**config.mk**
```make
export PLATFORM = sky130hd
export DESIGN_NAME = field_capture_writer
export DESIGN_NICKNAME = d
export VERILOG_FILES = /design/src/rtl/fcw_pkg.sv /design/src/rtl/fcw_ctrl.sv /design/src/rtl/fcw_packer.sv /design/src/rtl/fcw_fifo.sv /design/src/rtl/field_capture_writer.sv
export SDC_FILE = /design/constraint.sdc
export NUM_CORES = 1
export LEC_CHECK = 0
export BUFFER_PORTS_ARGS = -buffer_cell sky130_fd_sc_hd__buf_2
export CORE_AREA = 2 2 352 354
export DETAILED_ROUTE_END_ITERATION = 7
export DIE_AREA = 0 0 354 356
export PLACE_DENSITY = 0.53
export SLEW_MARGIN = 20
export SYNTH_ARGS = -nofsm -noshare
export SYNTH_HDL_FRONTEND = slang
export SYNTH_SLANG_ARGS = --single-unit
```
**constraint.sdc**
```tcl
create_clock -name clk -period 12.1 [get_ports clk]
set_clock_uncertainty 0.15 [all_clocks]
set_input_delay 1.815 -clock clk [delete_from_list [all_inputs] [get_ports clk]]
set_output_delay 1.815 -clock clk [all_outputs]
set_load 0.05 [all_outputs]
```
**src/rtl/fcw_pkg.sv**
```systemverilog
package fcw_pkg;
    typedef enum logic [1:0] {
        ST_IDLE    = 2'd0,
        ST_ARMED   = 2'd1,
        ST_CAPTURE = 2'd2,
        ST_FLUSH   = 2'd3
    } cap_state_e;
endpackage

```
**src/rtl/fcw_ctrl.sv**
```systemverilog
module fcw_ctrl
    import fcw_pkg::*;
#(
    parameter int AW = 32
) (
    input  logic          clk,
    input  logic          rst_n,
    input  logic          cap_enable,
    input  logic          auto_flip,
    input  logic          irq_clear,
    input  logic          vid_valid,
    input  logic          vid_sof,
    input  logic          vid_eof,
    input  logic          vid_field,
    input  logic          fifo_empty,
    input  logic [AW-1:0] odd_base,
    input  logic [AW-1:0] even_base,
    output cap_state_e    state,
    output logic          byte_en,
    output logic          start,
    output logic [AW-1:0] start_base,
    output logic          flushing,
    output logic          field_done,
    output logic          cap_field,
    output logic          irq_flag,
    output logic          cur_field
);
    typedef struct packed {
        cap_state_e st;
        logic       nxt_fld;
        logic       fld;
        logic       irq_flag;
        logic       cur_fld;
    } ctrl_t;

    ctrl_t ctl_d, ctl_q;
    logic  sel_fld;

    always_comb begin
        ctl_d      = ctl_q;
        byte_en    = 1'b0;
        start      = 1'b0;
        field_done = 1'b0;
        sel_fld    = auto_flip ? vid_field : ctl_q.nxt_fld;
        case (ctl_q.st)
            ST_IDLE: begin
                if (cap_enable) begin
                    ctl_d.st      = ST_ARMED;
                    ctl_d.nxt_fld = 1'b0;
                end
            end
            ST_ARMED: begin
                if (!cap_enable) begin
                    ctl_d.st = ST_IDLE;
                end else if (vid_valid && vid_sof) begin
                    ctl_d.st  = ST_CAPTURE;
                    ctl_d.fld = sel_fld;
                    start     = 1'b1;
                    byte_en   = 1'b1;
                end
            end
            ST_CAPTURE: begin
                byte_en = vid_valid;
                if (vid_eof) ctl_d.st = ST_FLUSH;
            end
            default: begin
                if (fifo_empty) begin
                    field_done    = 1'b1;
                    ctl_d.cur_fld = ctl_q.fld;
                    ctl_d.nxt_fld = ~ctl_q.fld;
                    ctl_d.st      = cap_enable ? ST_ARMED : ST_IDLE;
                end
            end
        endcase
        if (field_done)     ctl_d.irq_flag = 1'b1;
        else if (irq_clear) ctl_d.irq_flag = 1'b0;
    end

    always_ff @(posedge clk or negedge rst_n) begin
        if (!rst_n) ctl_q <= '0;
        else        ctl_q <= ctl_d;
    end

    assign state      = ctl_q.st;
    assign start_base = sel_fld ? even_base : odd_base;
    assign flushing   = (ctl_q.st == ST_FLUSH);
    assign cap_field  = ctl_q.fld;
    assign irq_flag   = ctl_q.irq_flag;
    assign cur_field  = ctl_q.cur_fld;
endmodule

```
**src/rtl/fcw_packer.sv**
```systemverilog
module fcw_packer #(
    parameter int AW        = 32,
    parameter int BUS_BYTES = 4
) (
    input  logic                   clk,
    input  logic                   rst_n,
    input  logic                   byte_en,
    input  logic                   start,
    input  logic [AW-1:0]          start_base,
    input  logic                   vid_sol,
    input  logic [7:0]             vid_data,
    input  logic [AW-1:0]          line_pitch,
    output logic                   push,
    output logic [AW-1:0]          push_addr,
    output logic [8*BUS_BYTES-1:0] push_data
);
    localparam int DW     = 8 * BUS_BYTES;
    localparam int LANE_W = $clog2(BUS_BYTES);
    localparam logic [LANE_W-1:0] LAST_LANE = LANE_W'(BUS_BYTES - 1);

    typedef struct packed {
        logic [LANE_W-1:0] lane;
        logic [AW-1:0]     ptr;
        logic [AW-1:0]     line;
        logic [DW-1:0]     buffer;
    } pack_t;

    pack_t             pk_d, pk_q;
    logic [AW-1:0]     eff_ptr;
    logic [AW-1:0]     line_nx;
    logic [LANE_W-1:0] lane;
    logic [DW-1:0]     wbuf;

    always_comb begin
        pk_d = pk_q;
        push = 1'b0;
        lane = start ? '0 : pk_q.lane;
        if (start) begin
            eff_ptr = start_base;
            line_nx = start_base;
        end else if (vid_sol && (line_pitch != '0)) begin
            eff_ptr = pk_q.line + line_pitch;
            line_nx = pk_q.line + line_pitch;
        end else begin
            eff_ptr = pk_q.ptr;
            line_nx = pk_q.line;
        end
        wbuf = pk_q.buffer;
        wbuf[lane*8 +: 8] = vid_data;
        if (byte_en) begin
            pk_d.line   = line_nx;
            pk_d.buffer = wbuf;
            if (lane == LAST_LANE) begin
                push      = 1'b1;
                pk_d.lane = '0;
                pk_d.ptr  = eff_ptr + AW'(BUS_BYTES);
            end else begin
                pk_d.lane = lane + 1'b1;
                pk_d.ptr  = eff_ptr;
            end
        end
    end

    always_ff @(posedge clk or negedge rst_n) begin
        if (!rst_n) pk_q <= '0;
        else        pk_q <= pk_d;
    end

    assign push_addr = eff_ptr;
    assign push_data = wbuf;
endmodule

```
**src/rtl/fcw_fifo.sv**
```systemverilog
module fcw_fifo #(
    parameter int W     = 64,
    parameter int DEPTH = 16
) (
    input  logic                       clk,
    input  logic                       rst_n,
    input  logic                       push,
    input  logic [W-1:0]               din,
    input  logic                       pop,
    output logic [W-1:0]               head,
    output logic [$clog2(DEPTH+1)-1:0] count,
    output logic                       empty
);
    localparam int PTR_W = $clog2(DEPTH);
    localparam int CNT_W = $clog2(DEPTH + 1);

    typedef struct packed {
        logic [PTR_W-1:0] wp;
        logic [PTR_W-1:0] rp;
        logic [CNT_W-1:0] cnt;
    } fifo_t;

    fifo_t        ff_d, ff_q;
    logic [W-1:0] mem [DEPTH];
    logic         wr_en;
    logic         rd_en;

    always_comb begin
        ff_d  = ff_q;
        rd_en = pop && (ff_q.cnt != '0);
        wr_en = push && ((ff_q.cnt != CNT_W'(DEPTH)) || rd_en);
        if (wr_en) ff_d.wp = (ff_q.wp == PTR_W'(DEPTH - 1)) ? '0 : ff_q.wp + 1'b1;
        if (rd_en) ff_d.rp = (ff_q.rp == PTR_W'(DEPTH - 1)) ? '0 : ff_q.rp + 1'b1;
        case ({wr_en, rd_en})
            2'b10:   ff_d.cnt = ff_q.cnt + 1'b1;
            2'b01:   ff_d.cnt = ff_q.cnt - 1'b1;
            default: ff_d.cnt = ff_q.cnt;
        endcase
    end

    always_ff @(posedge clk or negedge rst_n) begin
        if (!rst_n) ff_q <= '0;
        else        ff_q <= ff_d;
    end

    always_ff @(posedge clk) begin
        if (wr_en) mem[ff_q.wp] <= din;
    end

    assign head  = mem[ff_q.rp];
    assign count = ff_q.cnt;
    assign empty = (ff_q.cnt == '0);
endmodule

```
**src/rtl/field_capture_writer.sv**
```systemverilog
module field_capture_writer
    import fcw_pkg::*;
#(
    parameter int AW           = 32,
    parameter int BUS_BYTES    = 4,
    parameter int THRESH_BYTES = 32,
    parameter int DEPTH        = 16
) (
    input  logic                   clk,
    input  logic                   rst_n,
    input  logic                   cap_enable,
    input  logic                   auto_flip,
    input  logic                   irq_enable,
    input  logic                   irq_clear,
    input  logic [AW-1:0]          odd_base,
    input  logic [AW-1:0]          even_base,
    input  logic [AW-1:0]          line_pitch,
    input  logic                   vid_valid,
    input  logic [7:0]             vid_data,
    input  logic                   vid_sof,
    input  logic                   vid_sol,
    input  logic                   vid_eof,
    input  logic                   vid_field,
    output logic                   wr_req,
    output logic [AW-1:0]          wr_addr,
    output logic [8*BUS_BYTES-1:0] wr_data,
    input  logic                   wr_ack,
    output logic                   irq,
    output logic                   cur_field
);
    localparam int DW           = 8 * BUS_BYTES;
    localparam int EW           = AW + DW;
    localparam int CNT_W        = $clog2(DEPTH + 1);
    localparam int THRESH_WORDS = THRESH_BYTES / BUS_BYTES;

    cap_state_e       cap_state;
    logic             byte_en;
    logic             start;
    logic [AW-1:0]    start_base;
    logic             flushing;
    logic             field_done;
    logic             cap_field;
    logic             irq_flag;
    logic             push;
    logic [AW-1:0]    push_addr;
    logic [DW-1:0]    push_data;
    logic [EW-1:0]    fifo_head;
    logic [CNT_W-1:0] fifo_count;
    logic             fifo_empty;
    logic             pop;

    fcw_ctrl #(.AW(AW)) u_ctrl (
        .clk        (clk),
        .rst_n      (rst_n),
        .cap_enable (cap_enable),
        .auto_flip  (auto_flip),
        .irq_clear  (irq_clear),
        .vid_valid  (vid_valid),
        .vid_sof    (vid_sof),
        .vid_eof    (vid_eof),
        .vid_field  (vid_field),
        .fifo_empty (fifo_empty),
        .odd_base   (odd_base),
        .even_base  (even_base),
        .state      (cap_state),
        .byte_en    (byte_en),
        .start      (start),
        .start_base (start_base),
        .flushing   (flushing),
        .field_done (field_done),
        .cap_field  (cap_field),
        .irq_flag   (irq_flag),
        .cur_field  (cur_field)
    );

    fcw_packer #(.AW(AW), .BUS_BYTES(BUS_BYTES)) u_packer (
        .clk        (clk),
        .rst_n      (rst_n),
        .byte_en    (byte_en),
        .start      (start),
        .start_base (start_base),
        .vid_sol    (vid_sol),
        .vid_data   (vid_data),
        .line_pitch (line_pitch),
        .push       (push),
        .push_addr  (push_addr),
        .push_data  (push_data)
    );

    fcw_fifo #(.W(EW), .DEPTH(DEPTH)) u_fifo (
        .clk   (clk),
        .rst_n (rst_n),
        .push  (push),
        .din   ({push_addr, push_data}),
        .pop   (pop),
        .head  (fifo_head),
        .count (fifo_count),
        .empty (fifo_empty)
    );

    assign wr_req  = (32'(fifo_count) >= THRESH_WORDS) || (flushing && !fifo_empty);
    assign pop     = wr_req && wr_ack;
    assign wr_addr = fifo_head[EW-1:DW];
    assign wr_data = fifo_head[DW-1:0];
    assign irq     = irq_flag && irq_enable;
endmodule

```
==> Yosys cells after proc, flatten, opt, wreduce, memory -nomap -nowiden <==
Memory sizes are Yosys's and may differ from the RTL's.
Index checks and enable logic that the tools add are counted.
{ "classes": {"add_sub_neg": 8, "n_lt_le_gt_ge": 1, "eq_ne": 12, "shifts": 2, "mux": 32, "bitwise": 3, "n_reduce_logical": 26} }
{ "op_table": {"columns": ["cell", "count"], "rows": [
  ["2-to-1 mux 32 bit", 5],
  ["2-to-1 mux 34 bit", 1],
  ["negation 5 -> 34 bit", 1],
  ["variable shift 8 x 34 -> 32 bit (first input constant)", 1],
  ["indexed part select 8 x 34 -> 32 bit", 1],
  ["adder 32 x 3 -> 32 bit (second input constant)", 1],
  ["adder 32 bit", 1],
  ["bitwise mux 32 bit", 1],
  ["nonzero test 32 bit", 1],
  ["2-to-1 mux 1 bit", 13],
  ["case mux 5 bit (2 select lines)", 1],
  ["adder 4 x 1 -> 4 bit (second input constant)", 2],
  ["equality test 2 bit (second input constant)", 4],
  ["equality test 4 bit (second input constant)", 2],
  ["2-to-1 mux 2 bit", 4],
  ["2-to-1 mux 4 bit", 2],
  ["nonzero test 2 bit", 4],
  ["logical AND 1 bit", 7],
  ["2-to-1 mux 3 bit", 2],
  ["case mux 2 bit (3 select lines)", 1],
  ["AND reduction 3 bit", 2],
  ["adder 5 x 1 -> 5 bit (second input constant)", 1],
  ["greater-or-equal comparator 5 x 4 -> 1 bit (second input constant)", 1],
  ["zero test 5 bit", 1],
  ["17 further kinds", 24]
]} }
{ "totals": {"regBits": 117, "mem_bits_rw": 1024, "out_inout_bits": 67, "n_memories": 1} }
{ "memory_table": {"columns": ["name", "words", "width", "rd", "rd_clocked_by_memory_dff", "wr", "line_no", "text"], "rows": [
  ["u_fifo.mem", 16, 64, 1, 0, 1, "fcw_fifo.sv:24", "logic [W-1:0] mem [DEPTH];"]
]} }

==> Depth between registers and ports, before layout <==
{ "depth": {"ltp_word": 11, "ltp_mapped": 21, "depth_no_buf": 15} }

==> Hierarchy <==
A second synthesis with hierarchy kept.
{ "unflattened": {"cells_unflattened": 3078, "area_unflattened_um2": 49143.4} }
{ "by_module_without_submodules": {"columns": ["mod", "instances", "cells_per_inst", "area_per_inst_um2", "seq_area_each_um2"], "rows": [
  ["fcw_fifo", 1, 1939, 39902.0, 31074.8],
  ["fcw_packer", 1, 1054, 8330.5, 2452.4],
  ["fcw_ctrl", 1, 80, 872.1, 150.1],
  ["field_capture_writer", 1, 5, 38.8, 0.0]
]} }

==> Least setup slack after synthesis <==
Ideal clock, no wire load.
{ "synth_path": {"path_kind": "input to register", "from": "input port vid_valid", "to": "memory u_fifo.mem[3][0] (enable)", "setup_time_ps": 565, "t_arrival_ps": 9123, "setup_slack_ps": 2263, "stages": 15, "n_path_buf": 8, "path_cell_list": "nand4_1 > buf_2 > clkbuf_8 > clkbuf_1 > clkbuf_1 > clkbuf_1 > clkbuf_1 > nand2_1 > inv_1 > ha_1 > clkbuf_1 > o311a_1 > clkbuf_1 > nand2_1 > nor3_1"} }
{ "synth_via": {"elab_chain_cells": 11, "word_cells_on_any_way": 12, "classes_between": "eq/ne (1); mux (9); reduce/logical (2)"} }
{ "synth_lines": {"columns": ["item", "line_no", "text"], "rows": [
  ["from (decl)", "field_capture_writer.sv:18", "input logic vid_valid,"],
  ["logical AND 1 bit", "fcw_ctrl.sv:55", "end else if (vid_valid && vid_sof) begin"],
  ["2-to-1 mux 1 bit", "fcw_ctrl.sv:55", null],
  ["2-to-1 mux 1 bit", "fcw_ctrl.sv:53", "if (!cap_enable) begin"],
  ["2-to-1 mux 1 bit", "fcw_ctrl.sv:45", "case (ctl_q.st)"],
  ["2-to-1 mux 2 bit", "fcw_packer.sv:37", "lane = start ? '0 : pk_q.lane;"],
  ["equality test 2 bit", "fcw_packer.sv:53", "if (lane == LAST_LANE) begin"],
  ["2-to-1 mux 1 bit", "fcw_packer.sv:53", null],
  ["2-to-1 mux 1 bit *", "fcw_packer.sv:50", "if (byte_en) begin"],
  ["logical AND 1 bit *", "fcw_fifo.sv:31", "wr_en = push && ((ff_q.cnt != CNT_W'(DEPTH)) || rd_en);"],
  ["2-to-1 mux 1 bit *", "fcw_fifo.sv:47", "if (wr_en) mem[ff_q.wp] <= din;"],
  ["2-to-1 mux 1 bit (implied by the code) *", "fcw_fifo.sv:47", null],
  ["to (decl)", "fcw_fifo.sv:24", null]
]} }
Every way passes the cells marked *; elsewhere a longest branch is shown, timed or not.

==> Worst setup path in the final report <==
{ "layout_path": {"from": "register u_fifo.ff_q[5] (netlist bit)", "to": "output port wr_data[14]"} }
{ "layout_via": {"elab_chain_cells": 1} }
{ "layout_lines": {"columns": ["item", "line_no", "text"], "rows": [
  ["from (decl)", "fcw_fifo.sv:23", "fifo_t ff_d, ff_q;"],
  ["from (signal assigned)", "fcw_fifo.sv:42", "if (!rst_n) ff_q <= '0;"],
  ["from (signal assigned)", "fcw_fifo.sv:43", "else ff_q <= ff_d;"],
  ["memory (16 x 64 bit)", null, null],
  ["to (decl)", "field_capture_writer.sv:26", "output logic [8*BUS_BYTES-1:0] wr_data,"]
]} }
No other way between the ends.

==> impl_metrics.tcl <==
set metrics [dict create \
    outcome "completed" \
    fp.dieH_um 356 \
    vias 28200 \
    gr-usage-all-layers 0.201 \
    clock_sinks 1141 \
    cts.path.max_buffers 3 \
    cts_setup_buffers 0 \
    fin_nets 3496 \
    ios 183 \
    end_kind "output pin" \
    power_leakage_nw 18.6 \
    critPathKind "flip-flop to output pin" \
    ys_warn_count 0 \
    core_area_mm2 0.123 \
    synth_adder_area_share 0.0139 \
    muxShareOfSynthArea 0.126 \
    synth_seq_cells 1141 \
    netlist_area_mm2 0.0486 \
    fin_cells 5070 \
    cp_max_fo 108 \
    final_util 0.454 \
    grt_pass1_wl_um 189000 \
    clk_latency_ps 720 \
    synth_compound_area_frac 0.0865 \
    synth.avg_cell_area_um2 15.7 \
    tightestPinTransition_ps 1090 \
    arrival_ps 4700 \
    tns_ps 0 \
    rows 129 \
    drcViolationCount 0 \
    cts_buffers 119 \
    cts_resized 0 \
    finalWeightedCongestion 0.837 \
    ys.flop_type "edfxtp_1" \
    grt_overflow_total 0 \
    syn_nets 3273 \
    dp_hpwl_um 73900 \
    grt_max_degree 109 \
    max_cap_violations 0 \
    grt_pass1_vias 29100 \
    power.density_mw_per_mm2 198 \
    rsz0062_at_grt "no" \
    cp_cell_sequence "buf_12 > buf_4 > mux2i_1 > a221oi_1 > o21ai_0 > nand2_1 > buf_2" \
    finalSetupViolCount 0 \
    detail-route-antenna-nets 0 \
    peakVddDrop_mv 0.148 \
    portBuffers 182 \
    syn_inst 3104 \
    fmax_mhz 150 \
    crit_slowest_cell "dfrtp_4" \
    drt_iter0_markers 2483 \
    finalHoldViolations 0 \
    synth_xor_xnor_area_share 0.0101 \
    slew_headroom 0.271 \
    seq_area_frac_synth 0.693 \
    fin_crit_ps 6660 \
    die-area_mm2 0.126 \
    cts_hold_buf 0 \
    drive_gt1_frac 0.226 \
    post_drt_wl_per_cell_um 25.0 \
    synth-simple-area-share 0.0499 \
    cpPeakStageDelay_ps 930 \
    placedCellCount 4843 \
    ff2ff_setup_slack_ps 6950 \
    vias_per_cell 5.57 \
    hold_class "flip-flop to flip-flop" \
    wl_um 127000 \
    dr.pass1.iters 8 \
    drv_slew 0 \
    cts_tree "yes" \
    clk_pin_slew_ps 60 \
    initial_utilization 0.396 \
    synth.distinct_cells 89 \
    cts-htree-levels 3 \
    critPathLaunchType "flip-flop" \
    antenna_found_initial 11 \
    synth-edff-count 1024 \
    total_power_mw 11.0 \
    root_buffer "clkbuf_16" \
    worstPathRequired_ps 10140 \
    die_w_um 354 \
    hold_ws_ps 332 \
    async_flop_share 0.103 \
    fin_crit_sh 0.550 \
    synth_top_family_by_area "multiplexers" \
    syn_to_final_growth_pct 14.4 \
]
[Yosys cell counts, types with 5 or more instances]
library cell	count	area, um^2
nand2b_1	6	37.5
a31o_2	7	61.3
a21oi_1	144	721
a21o_1	16	120
ha_1	51	638
clkbuf_1	110	413
nand3_1	40	200
buf_1	35	131
inv_1	67	251
o21a_1	12	90.1
and3_1	18	113
nor2_1	62	233
mux2i_1	209	2090
mux2_2	99	1110
xnor2_1	37	324
a221oi_1	65	569
a211oi_1	9	67.6
nor3_1	18	90.1
a31oi_1	12	75.1
o21ai_0	248	1240
nand2_1	292	1100
dfrtp_1	117	2930
o31ai_1	7	52.6
mux4_2	128	2880
o21ai_1	5	25.0
buf_2	11	55.1
nor4_1	11	68.8
edfxtp_1	1024	30700
o211ai_2	5	62.6
nor2b_1	9	56.3
or3_1	8	50.1
and2_1	8	50.1
o21bai_1	6	45.0
buf_6	12	135
a22oi_1	65	488
xor2_1	19	166
nand4_1	18	113
[kinds of logic after synthesis]
kind of cell / Yosys count
AO/OA/AOI/OAI: 656
buffers and inverters: 241
multiplexers: 437
AND/OR/NAND/NOR: 520
adder cells (fa/ha/maj): 53
flip-flops: 1141
XOR/XNOR: 56
[worst max-delay path, delay by kind of cell, from the launching register on]
kind                   cells  cell delay, ps
DFF                        1             930
and+or+nand+nor            1             110
AOI/OAI and AO/OA          2             690
muxes                      1             180
buffers and inverters      3            1770
[path summary, 6_finish.rpt]
| check | from | to | cells past startpoint |
|---|---|---|---|
| max in group asynchronous | rst_n | u_fifo.ff_q[6]$_DFFE_PN0P_ | 2 |
| setup reg to reg | u_ctrl.state[1]$_DFFE_PN0P_ | u_fifo.mem[8][38]$_DFFE_PP_ | 10 |
| hold / removal | u_packer.pk_q[47]$_DFFE_PN0P_ | u_packer.pk_q[47]$_DFFE_PN0P_ | 2 |
| hold reg to reg | u_packer.pk_q[47]$_DFFE_PN0P_ | u_packer.pk_q[47]$_DFFE_PN0P_ | 2 |
| min in group asynchronous | rst_n | u_ctrl.state[1]$_DFFE_PN0P_ | 1 |
| setup / recovery | u_fifo.ff_q[5]$_DFFE_PN0P_ | wr_data[14] | 7 |
[cell type report]
type                    count  area, um^2
multi-input cells        1722       14100
clock inverters            61         561
repair buffers            276        1730
fillers                 10800       67000
diodes                      4        10.0
clock buffers             162        3270
inverters                  67         251
flip-flops and latches   1141       33700
well taps                1637        2050
[flip-flops by register name, summed over array words and instances, names as in the netlist]
name	cells
u_ctrl.irq_flag	1
u_ctrl.cap_field	1
u_fifo.ff_q	8
u_fifo.mem	1024
u_packer.pk_q	98
u_ctrl.state	2
u_ctrl.cur_field	1
u_ctrl.ctl_q	1
u_fifo.count	5
[through the flow]
step	cell area (um^2)	worst slack, ps
after detailed placement	51800	5720
after global placement	51700	5700
after floorplan	48600	2260
after CTS	55600	5350
after global routing	55600	5050
final	55600	5440
[where the power goes]
group,internal (mW),switching [mW]
Combinational,0.770,1.63
Clock,2.02,1.53
Sequential,4.95,0.123
Total,7.75,3.28
[routing by layer]
metal,GRT usage,part of all wire
met1,0.277,0.45
met2,0.330,0.48
met3,0.0363,0.056
met4,0.0472,0.021
met5,0,0.00028
[layout by cell type, fill, tap and decap left out, types with 12 or more instances in the layout]
cell,synthesis,layout
and3_1,18,18
a21o_1,16,16
mux4_2,128,128
clkbuf_1,110,30
clkbuf_16,0,119
inv_1,67,67
a21oi_1,144,144
mux2_2,99,99
ha_1,51,51
clkinv_1,0,12
buf_4,4,80
a221oi_1,65,65
dfrtp_1,117,113
nand2_1,292,291
xnor2_1,37,37
mux2i_1,209,208
clkbuf_8,1,13
clkinv_2,0,29
xor2_1,19,19
nand3_1,40,40
a22oi_1,65,65
buf_2,11,181
a31oi_1,12,12
o21ai_0,248,242
o21a_1,12,12
nor3_1,18,13
edfxtp_1,1024,1024
nand4_1,18,18
nor2_4,1,13
nor2_1,62,50
No activity file was read; power rests on OpenSTA's default activity.
